File: config.mk
export PLATFORM = sky130hd
export DESIGN_NAME = vic_top
export DESIGN_NICKNAME = d
export VERILOG_FILES = /design/src/rtl/irqc_pkg.sv /design/src/rtl/irqc_sense.sv /design/src/rtl/irqc_prio.sv /design/src/rtl/irqc_regs.sv /design/src/rtl/vic_top.sv
export SDC_FILE = /design/constraint.sdc
export NUM_CORES = 1
export LEC_CHECK = 0
export ABC_AREA = 1
export BUFFER_PORTS_ARGS = -buffer_cell sky130_fd_sc_hd__buf_4
export CORE_UTILIZATION = 49
export DETAILED_ROUTE_END_ITERATION = 7
export PLACE_DENSITY = 0.85
export SLEW_MARGIN = 20
export SYNTH_ARGS = -nofsm -noshare
export SYNTH_HDL_FRONTEND = slang
export SYNTH_SLANG_ARGS = --single-unit
File: constraint.sdc
create_clock -name clk -period 5.07 [get_ports clk]
set_clock_uncertainty 0.2 [all_clocks]
set_input_delay 0.2535 -clock clk [delete_from_list [all_inputs] [get_ports clk]]
set_output_delay 0.2535 -clock clk [all_outputs]
set_load 0.03 [all_outputs]
File: src/rtl/irqc_pkg.sv
package irqc_pkg;

    localparam int unsigned DATA_W = 32;
    localparam int unsigned ADDR_W = 5;

    // word index = addr[4:2]; the order is the software-visible map
    typedef enum logic [2:0] {
        SEL_STATUS = 3'd0,
        SEL_PEND   = 3'd1,
        SEL_ENABLE = 3'd2,
        SEL_ACK    = 3'd3,
        SEL_SETEN  = 3'd4,
        SEL_CLREN  = 3'd5,
        SEL_VECTOR = 3'd6,
        SEL_CTRL   = 3'd7
    } reg_sel_e;

    typedef struct packed {
        logic hw_lock;    // bit 1
        logic master_on;  // bit 0
    } ctrl_t;

    function automatic reg_sel_e decode_sel(input logic [ADDR_W-1:0] a);
        return reg_sel_e'(a[4:2]);
    endfunction

endpackage

File: src/rtl/irqc_sense.sv
module irqc_sense #(
    parameter int unsigned NUM_IN    = 8,
    parameter logic [31:0] KIND_MASK = 32'h0000_000F
) (
    input  logic              clk,
    input  logic              rst,
    input  logic [NUM_IN-1:0] irq_in,
    output logic [NUM_IN-1:0] hits
);

    for (genvar g = 0; g < NUM_IN; g++) begin : g_line
        if (KIND_MASK[g]) begin : g_edge
            logic prev_q;
            always_ff @(posedge clk) begin
                if (rst) prev_q <= 1'b0;
                else     prev_q <= irq_in[g];
            end
            assign hits[g] = irq_in[g] & ~prev_q;
        end else begin : g_level
            assign hits[g] = irq_in[g];
        end
    end

endmodule

File: src/rtl/irqc_prio.sv
module irqc_prio #(
    parameter int unsigned NUM_IN = 8
) (
    input  logic [NUM_IN-1:0] pend,
    output logic [31:0]       vec,
    output logic              any
);

    always_comb begin
        vec = '1;
        any = 1'b0;
        for (int i = NUM_IN - 1; i >= 0; i--) begin
            if (pend[i]) begin
                vec = 32'(i);
                any = 1'b1;
            end
        end
    end

endmodule

File: src/rtl/irqc_regs.sv
module irqc_regs
    import irqc_pkg::*;
#(
    parameter int unsigned NUM_IN = 8
) (
    input  logic              clk,
    input  logic              rst,
    input  logic [NUM_IN-1:0] hits,
    input  logic              wr_en,
    input  reg_sel_e          sel,
    input  logic [NUM_IN-1:0] wbits,
    input  logic [1:0]        wctrl,
    output logic [NUM_IN-1:0] status,
    output logic [NUM_IN-1:0] enable,
    output ctrl_t             ctrl
);

    logic [NUM_IN-1:0] ack_clr;
    logic [NUM_IN-1:0] sw_set;

    always_comb begin
        ack_clr = (wr_en && sel == SEL_ACK) ? wbits : '0;
        sw_set  = (wr_en && sel == SEL_STATUS && !ctrl.hw_lock) ? wbits : '0;
    end

    // new hits win over an acknowledge in the same cycle
    always_ff @(posedge clk) begin
        if (rst) status <= '0;
        else     status <= (status & ~ack_clr) | hits | sw_set;
    end

    always_ff @(posedge clk) begin
        if (rst) begin
            enable <= '0;
        end else if (wr_en) begin
            case (sel)
                SEL_ENABLE: enable <= wbits;
                SEL_SETEN:  enable <= enable | wbits;
                SEL_CLREN:  enable <= enable & ~wbits;
                default:    enable <= enable;
            endcase
        end
    end

    always_ff @(posedge clk) begin
        if (rst) begin
            ctrl <= '0;
        end else if (wr_en && sel == SEL_CTRL) begin
            ctrl.master_on <= wctrl[0];
            ctrl.hw_lock   <= ctrl.hw_lock | wctrl[1];
        end
    end

endmodule

File: src/rtl/vic_top.sv
module vic_top
    import irqc_pkg::*;
#(
    parameter int unsigned NUM_IN    = 8,
    parameter logic [31:0] KIND_MASK = 32'h0000_000F
) (
    input  logic                clk,
    input  logic                rst,
    input  logic [NUM_IN-1:0]   irq_in,
    input  logic                wr_en,
    input  logic [ADDR_W-1:0]   addr,
    input  logic [DATA_W-1:0]   wdata,
    output logic [DATA_W-1:0]   rd_data,
    output logic                irq_out
);

    reg_sel_e          sel;
    logic [NUM_IN-1:0] hits;
    logic [NUM_IN-1:0] status;
    logic [NUM_IN-1:0] enable;
    logic [NUM_IN-1:0] pend;
    logic [31:0]       vec;
    logic              any_pend;
    ctrl_t             ctrl;

    wire unused_bus = ^{wdata, addr[1:0]};

    assign sel = decode_sel(addr);

    irqc_sense #(.NUM_IN(NUM_IN), .KIND_MASK(KIND_MASK)) u_sense (
        .clk    (clk),
        .rst    (rst),
        .irq_in (irq_in),
        .hits   (hits)
    );

    irqc_regs #(.NUM_IN(NUM_IN)) u_regs (
        .clk    (clk),
        .rst    (rst),
        .hits   (hits),
        .wr_en  (wr_en),
        .sel    (sel),
        .wbits  (wdata[NUM_IN-1:0]),
        .wctrl  (wdata[1:0]),
        .status (status),
        .enable (enable),
        .ctrl   (ctrl)
    );

    assign pend = status & enable;

    irqc_prio #(.NUM_IN(NUM_IN)) u_prio (
        .pend (pend),
        .vec  (vec),
        .any  (any_pend)
    );

    always_ff @(posedge clk) begin
        if (rst) irq_out <= 1'b0;
        else     irq_out <= ctrl.master_on & any_pend;
    end

    always_comb begin
        rd_data = '0;
        case (sel)
            SEL_STATUS: rd_data[NUM_IN-1:0] = status;
            SEL_PEND:   rd_data[NUM_IN-1:0] = pend;
            SEL_ENABLE: rd_data[NUM_IN-1:0] = enable;
            SEL_VECTOR: rd_data = vec;
            SEL_CTRL:   rd_data[1:0] = ctrl;
            default:    rd_data = '0;
        endcase
    end

endmodule

==> results_dict.tcl, run 1 <==
set metrics [dict create \
    synth.avg_cell_area_um2 6.03 \
    place_hpwl_um 2830 \
    yosys_warnings 0 \
    synthCells 263 \
    ys_seq_area_frac 0.290 \
    min_path_type "input pin to flop" \
    cts-root-buf "clkbuf_4" \
    wl_met1_um 1650 \
    wirelength_um 3670 \
    reg2reg_slack_ns 3.77 \
    leakagePower_nw 1.08 \
    grt_first_pass_wirelength_um 6140 \
    fill_cells 318 \
    num_vias 1668 \
    pre_cts_ws_ns 2.82 \
    synth_area_um2 1590 \
    crit_top_cell "nand2_1" \
    finish.net_count 351 \
    postRouteAntennaNets 0 \
    cap_violations 0 \
    antenna_cells 0 \
    clkSlewWorstSetupHoldPaths_ns 0.14 \
    port_buffers 54 \
    initial_core_util 0.520 \
    final.min_clock_period_ns 2.52 \
    cp.arrival_ns 2.07 \
    grt_max_degree 25 \
    gp_congestion 0.831 \
    end_kind "output port" \
    track_usage 0.227 \
    hold_violations 0 \
    irDropWorstVdd_uv 161 \
    critical_path_class "flop to output port" \
    worstPathCellList "nand2_1 -> nand2_1 -> nor2_1 -> nand3_1 -> inv_1 -> buf_4" \
    worst_setup_path_start_kind "flop" \
    std_cell_rows 20 \
    clkSinkCount 23 \
    cp_slowest_stage_delay_ns 0.51 \
    chipWidth_um 58.9 \
    post-cts-setup-buffers 0 \
    drt_pass1_iterations 4 \
    cts_buffers 3 \
    tightest_slew_ns 0.584 \
    drt-wirelength-per-cell_um 10.6 \
    syn_nets 311 \
    wl_met2_um 1710 \
    grt_pass1_vias 1452 \
    fin_crit_sh 0.497 \
    overflow 0 \
    total_power_mw 0.425 \
    cp_max_fo 24 \
    drc 0 \
    maxSlewHeadroom 0.610 \
    setup_viol 0 \
    htree_num_levels 1 \
    wl_met3_um 265 \
    fmax_ghz 0.397 \
    core-area_um2 3050 \
    crit_required_ns 4.62 \
    dieArea_um2 3470 \
    power.density_nw_per_um2 218 \
    slowest_stage "inv_1" \
    viasPerCell 4.82 \
    top_layer "met4" \
    syn2layout_area_growth_pct 22.9 \
    rsz0062_at_grt "false" \
    drtIter0Drc 70 \
    clock_path_buffers 2 \
    place_inst 336 \
    top_level_ports 81 \
    cts_tree "built" \
    ys_ff_latch 23 \
    antenna_found_initial 0 \
    layout_setup_ws_ns 2.55 \
    fin_tns_setup_ns 0 \
    die_h_um 58.9 \
    outcome "finished clean" \
    layout-drive-gt1-share 0.232 \
    drv_slew 0 \
    clock_latency_ns 0.32 \
    synth_cell_types 23 \
    final_cell_count_no_fill 346 \
]
==> state kept, by name, indices dropped and copies added, names as in the netlist <==
name / cells
irq_out: 1
u_regs.status: 8
u_regs.enable: 8
u_sense.g_line.g_edge.prev_q: 4
u_regs.ctrl: 2
==> worst max-delay path, delay by kind of cell (launching register included) <==
| family | cells | cell delay (ns) |
|---|---|---|
| and+or+nand+nor | 4 | 0.58 |
| DFF | 1 | 0.37 |
| buffers and inverters | 2 | 0.78 |
==> cell usage after synthesis, drive strengths merged <==
cell type   n  share of area
dfxtp      23           0.29
nand2      78           0.19
clkinv      2         0.0047
nor2       31          0.080
o22ai       1         0.0039
inv        38          0.090
o21ai      13          0.041
nand4       9          0.035
a21oi      15          0.047
nor3        2         0.0095
clkbuf      1         0.0024
or2         4          0.016
buf        24           0.11
nand3      20          0.066
o211ai      2         0.0095
==> where the power goes <==
part,internal (mW),switching (mW)
Clock,0.0295,0.0585
Combinational,0.0520,0.0838
Sequential,0.192,0.00898
==> final cells by class <==
cell class	count	area (µm²)	share of cell area
tap	44	55.1	0.0282
clock buffer	3	22.5	0.0115
inverter	40	150	0.0770
clock inverter	1	5.00	0.00257
sequential	23	460	0.236
multi-input combinational	175	792	0.406
timing repair buffer	60	465	0.239
==> metal layers <==
layer | GRT usage | up-vias
met5 | 0 | -
met4 | 0.0612 | 0
met3 | 0.0330 | 7
met2 | 0.401 | 70
met1 | 0.288 | 714
li1 | - | 877
==> through the flow <==
step           cell area [µm²]   util  hold slack (ns)
6_report                  1950  0.639          0.00429
5_1_grt                   1950  0.639           0.0410
2_1_floorplan             1590      -            0.123
3_5_place_dp              1860  0.610            0.267
4_1_cts                   1950  0.639         0.000955
3_3_place_gp              1860  0.610            0.263
==> placed cells by master, fill, tap and decap left out, types with 2 or more instances in the layout <==
master         count
a21oi_1           15
buf_4             54
clkbuf_4           3
clkinv_1           2
dfxtp_1           23
dlygate4sd3_1      6
inv_1             36
inv_2              2
nand2_1           76
nand3_1           19
nand4_1            9
nor2_1            29
o211ai_1           2
o21ai_0           11
o21ai_1            2
or2_2              4
==> cells by family after synthesis <==
family / count (synthesis) / synth area share
buffers and inverters: 65 / 0.211
flip-flops: 23 / 0.290
AND/OR/NAND/NOR: 144 / 0.397
AO/OA/AOI/OAI: 31 / 0.102
==> path summary, 6_finish.rpt <==
check / end / start / cells past startpoint
hold / removal: u_regs.status[7] / irq_in[7] / 5
setup / recovery: rd_data[20] / u_regs.status[0] / 6
setup reg to reg: u_regs.status[4] / u_regs.ctrl[1] / 5
hold reg to reg: irq_out / u_regs.ctrl[0] / 2
==> repair_timing <==
item / 4_1_cts / 5_1_grt
hold endpoints to repair: 5 / 0
hold buffers: 6 / 0
resized for setup: 0 / 0
endpoints found under the setup margin: 0 / 0
Note: power is estimated with default switching activity, not from simulation.
==> run 2, diff against run 1 <==
Settings changed: CORE_UTILIZATION 49 to 41, PLACE_DENSITY 0.85 to 0.76.
Clock period 5.07 ns to 2.1 ns, I/O delays scaled along.
==> run 2 against run 1 <==
  * Sequential power is 140% higher
  * Routed wire length increased by 4.0%
  * Clock power rose to 3.2 times the previous value
  * Worst hold slack worse by 0.0034 ns
  * Combinational power grew to 2.6 times the previous value
  * Die area increased by 19%
  * Sequential cell count did not move
  * First-iteration DRC count is 2.9% lower
  * Non-clock buffer count grew 11
  * Core utilization is 7.2 points lower
  * Critical endpoint is now rd_data[24]
  * Setup slack worse by 2.4 ns
==> results_dict.tcl, run 2 (synthesis results as in run 1) <==
set metrics [dict create \
    outcome "finished clean" \
    final.min_clock_period_ns 1.96 \
    cp_max_fo 24 \
    clkSinkCount 23 \
    crit_top_cell "nand2_1" \
    cts-root-buf "clkbuf_8" \
    grt_use_met3 0.0250 \
    viasPerCell 4.76 \
    worstPathCellList "nand2_1 -> nand2_1 -> nor2_1 -> nand3_2 -> inv_1 -> buf_6 -> buf_4" \
    layout-drive-gt1-share 0.227 \
    port_buffers 54 \
    cp.arrival_ns 1.65 \
    total_power_mw 1.11 \
    min_path_type "input pin to flop" \
    crit_buf_inv 3 \
    irDropWorstVdd_uv 402 \
    end_kind "output port" \
    use_met2 0.344 \
    tightest_slew_ns 0.571 \
    cp_slowest_stage_delay_ns 0.34 \
    track_usage 0.191 \
    htree_num_levels 1 \
    leakagePower_nw 1.14 \
    clkSlewWorstSetupHoldPaths_ns 0.09 \
    post-cts-setup-buffers 0 \
    layout_commonest_cell "nand2_1" \
    drtIter0Drc 68 \
    grt_first_pass_wirelength_um 6390 \
    slowest_stage "dfxtp_1" \
    rsz0062_at_grt "false" \
    syn2layout_area_growth_pct 31.7 \
    grt.busiest_layer "met2" \
    fin_tns_setup_ns 0 \
    drt_pass1_iterations 4 \
    drt-wirelength-per-cell_um 10.6 \
    worst_setup_path_start_kind "flop" \
    antenna_cells 0 \
    maxSlewHeadroom 0.618 \
    layout_common_cells "nand2_1, buf_4, inv_1, nor2_1, dfxtp_1" \
    overflow 0 \
    gp_congestion 0.848 \
    cap_violations 0 \
    top_level_ports 81 \
    reg.largest.list "u_regs.enable (8), u_regs.status (8), u_sense.g_line.g_edge.prev_q (4)" \
    clock_path_buffers 2 \
    fin_crit_sh 0.932 \
    std_cell_rows 22 \
    cts_buffers 3 \
    initial_core_util 0.430 \
    crit_required_ns 1.79 \
    cts_tree "built" \
    critical_path_class "flop to output port" \
    chipWidth_um 64.2 \
    use_met1 0.235 \
    core-area_um2 3690 \
    dieArea_um2 4120 \
    clock_latency_ns 0.26 \
    drc 0 \
    die_h_um 64.2 \
    power.density_nw_per_um2 533 \
    grt_pass1_vias 1578 \
    crit_family "simple AND/OR/NAND/NOR gates" \
    hold_violations 0 \
    place_hpwl_um 2840 \
    wirelength_um 3820 \
    antenna_found_initial 0 \
    postRouteAntennaNets 0 \
    drv_slew 0 \
    grt_max_degree 25 \
    finish.net_count 362 \
    fmax_ghz 0.511 \
    setup_viol 0 \
    num_vias 1719 \
]
## run 2: worst paths after layout
| path | start | end | slack [ns] | cells after the start |
|---|---|---|---|---|
| worst min register to register | u_regs.ctrl[0] | irq_out | 0.29 | 2 |
| worst max register to register | u_regs.ctrl[1] | u_regs.status[2] | 0.82 | 5 |
| worst min-delay path | wdata[5] | u_regs.enable[5] | 0.0009 | 6 |
| worst max-delay path | u_regs.status[1] | rd_data[24] | 0.14 | 7 |
## run 2: per-stage QoR
stage	util	hold slack [ns]	cell area, µm²	std cells	setup WS (ns)
finish	0.566	0.000934	2090	361	0.143
global route	0.566	0.0364	2090	361	0.000734
CTS	0.564	0.00384	2080	361	0.0519
detailed placement	0.508	0.120	1880	341	0.349
global placement	0.508	0.115	1880	341	0.388
floorplan	-	-0.0259	1590	263	0.166
## run 2: what timing repair did
action	4_1_cts	5_1_grt
endpoints found under the hold margin	17	0
resized for setup	0	2
hold buffers	16	0
setup endpoints to repair	0	24
## run 2: worst min-delay path, stage by stage
cell     delay [ns]
buf_4          0.09
nand2_1        0.05
nand2_1        0.05
nand2_1        0.05
nand2_1        0.05
nor2_1         0.03
## run 2: power by group
part / switching [mW] / internal (mW)
Combinational: 0.207 / 0.140
Clock: 0.146 / 0.135
Sequential: 0.0213 / 0.464
Total: 0.375 / 0.739
## run 2: area by class of cell
type                    count  area (µm²)
repair buffers             71         577
multi-input cells         175         797
flip-flops and latches     23         460
clock buffers               4        45.0
fillers                   376        1600
well taps                  48        60.1
inverters                  40         150
## run 2: per-layer routing
| layer | part of all wire | vias up |
|---|---|---|
| met3 | 0.059 | 2 |
| li1 | - | 910 |
| met5 | 0 | - |
| met2 | 0.47 | 68 |
| met4 | 0.0039 | 0 |
| met1 | 0.47 | 739 |
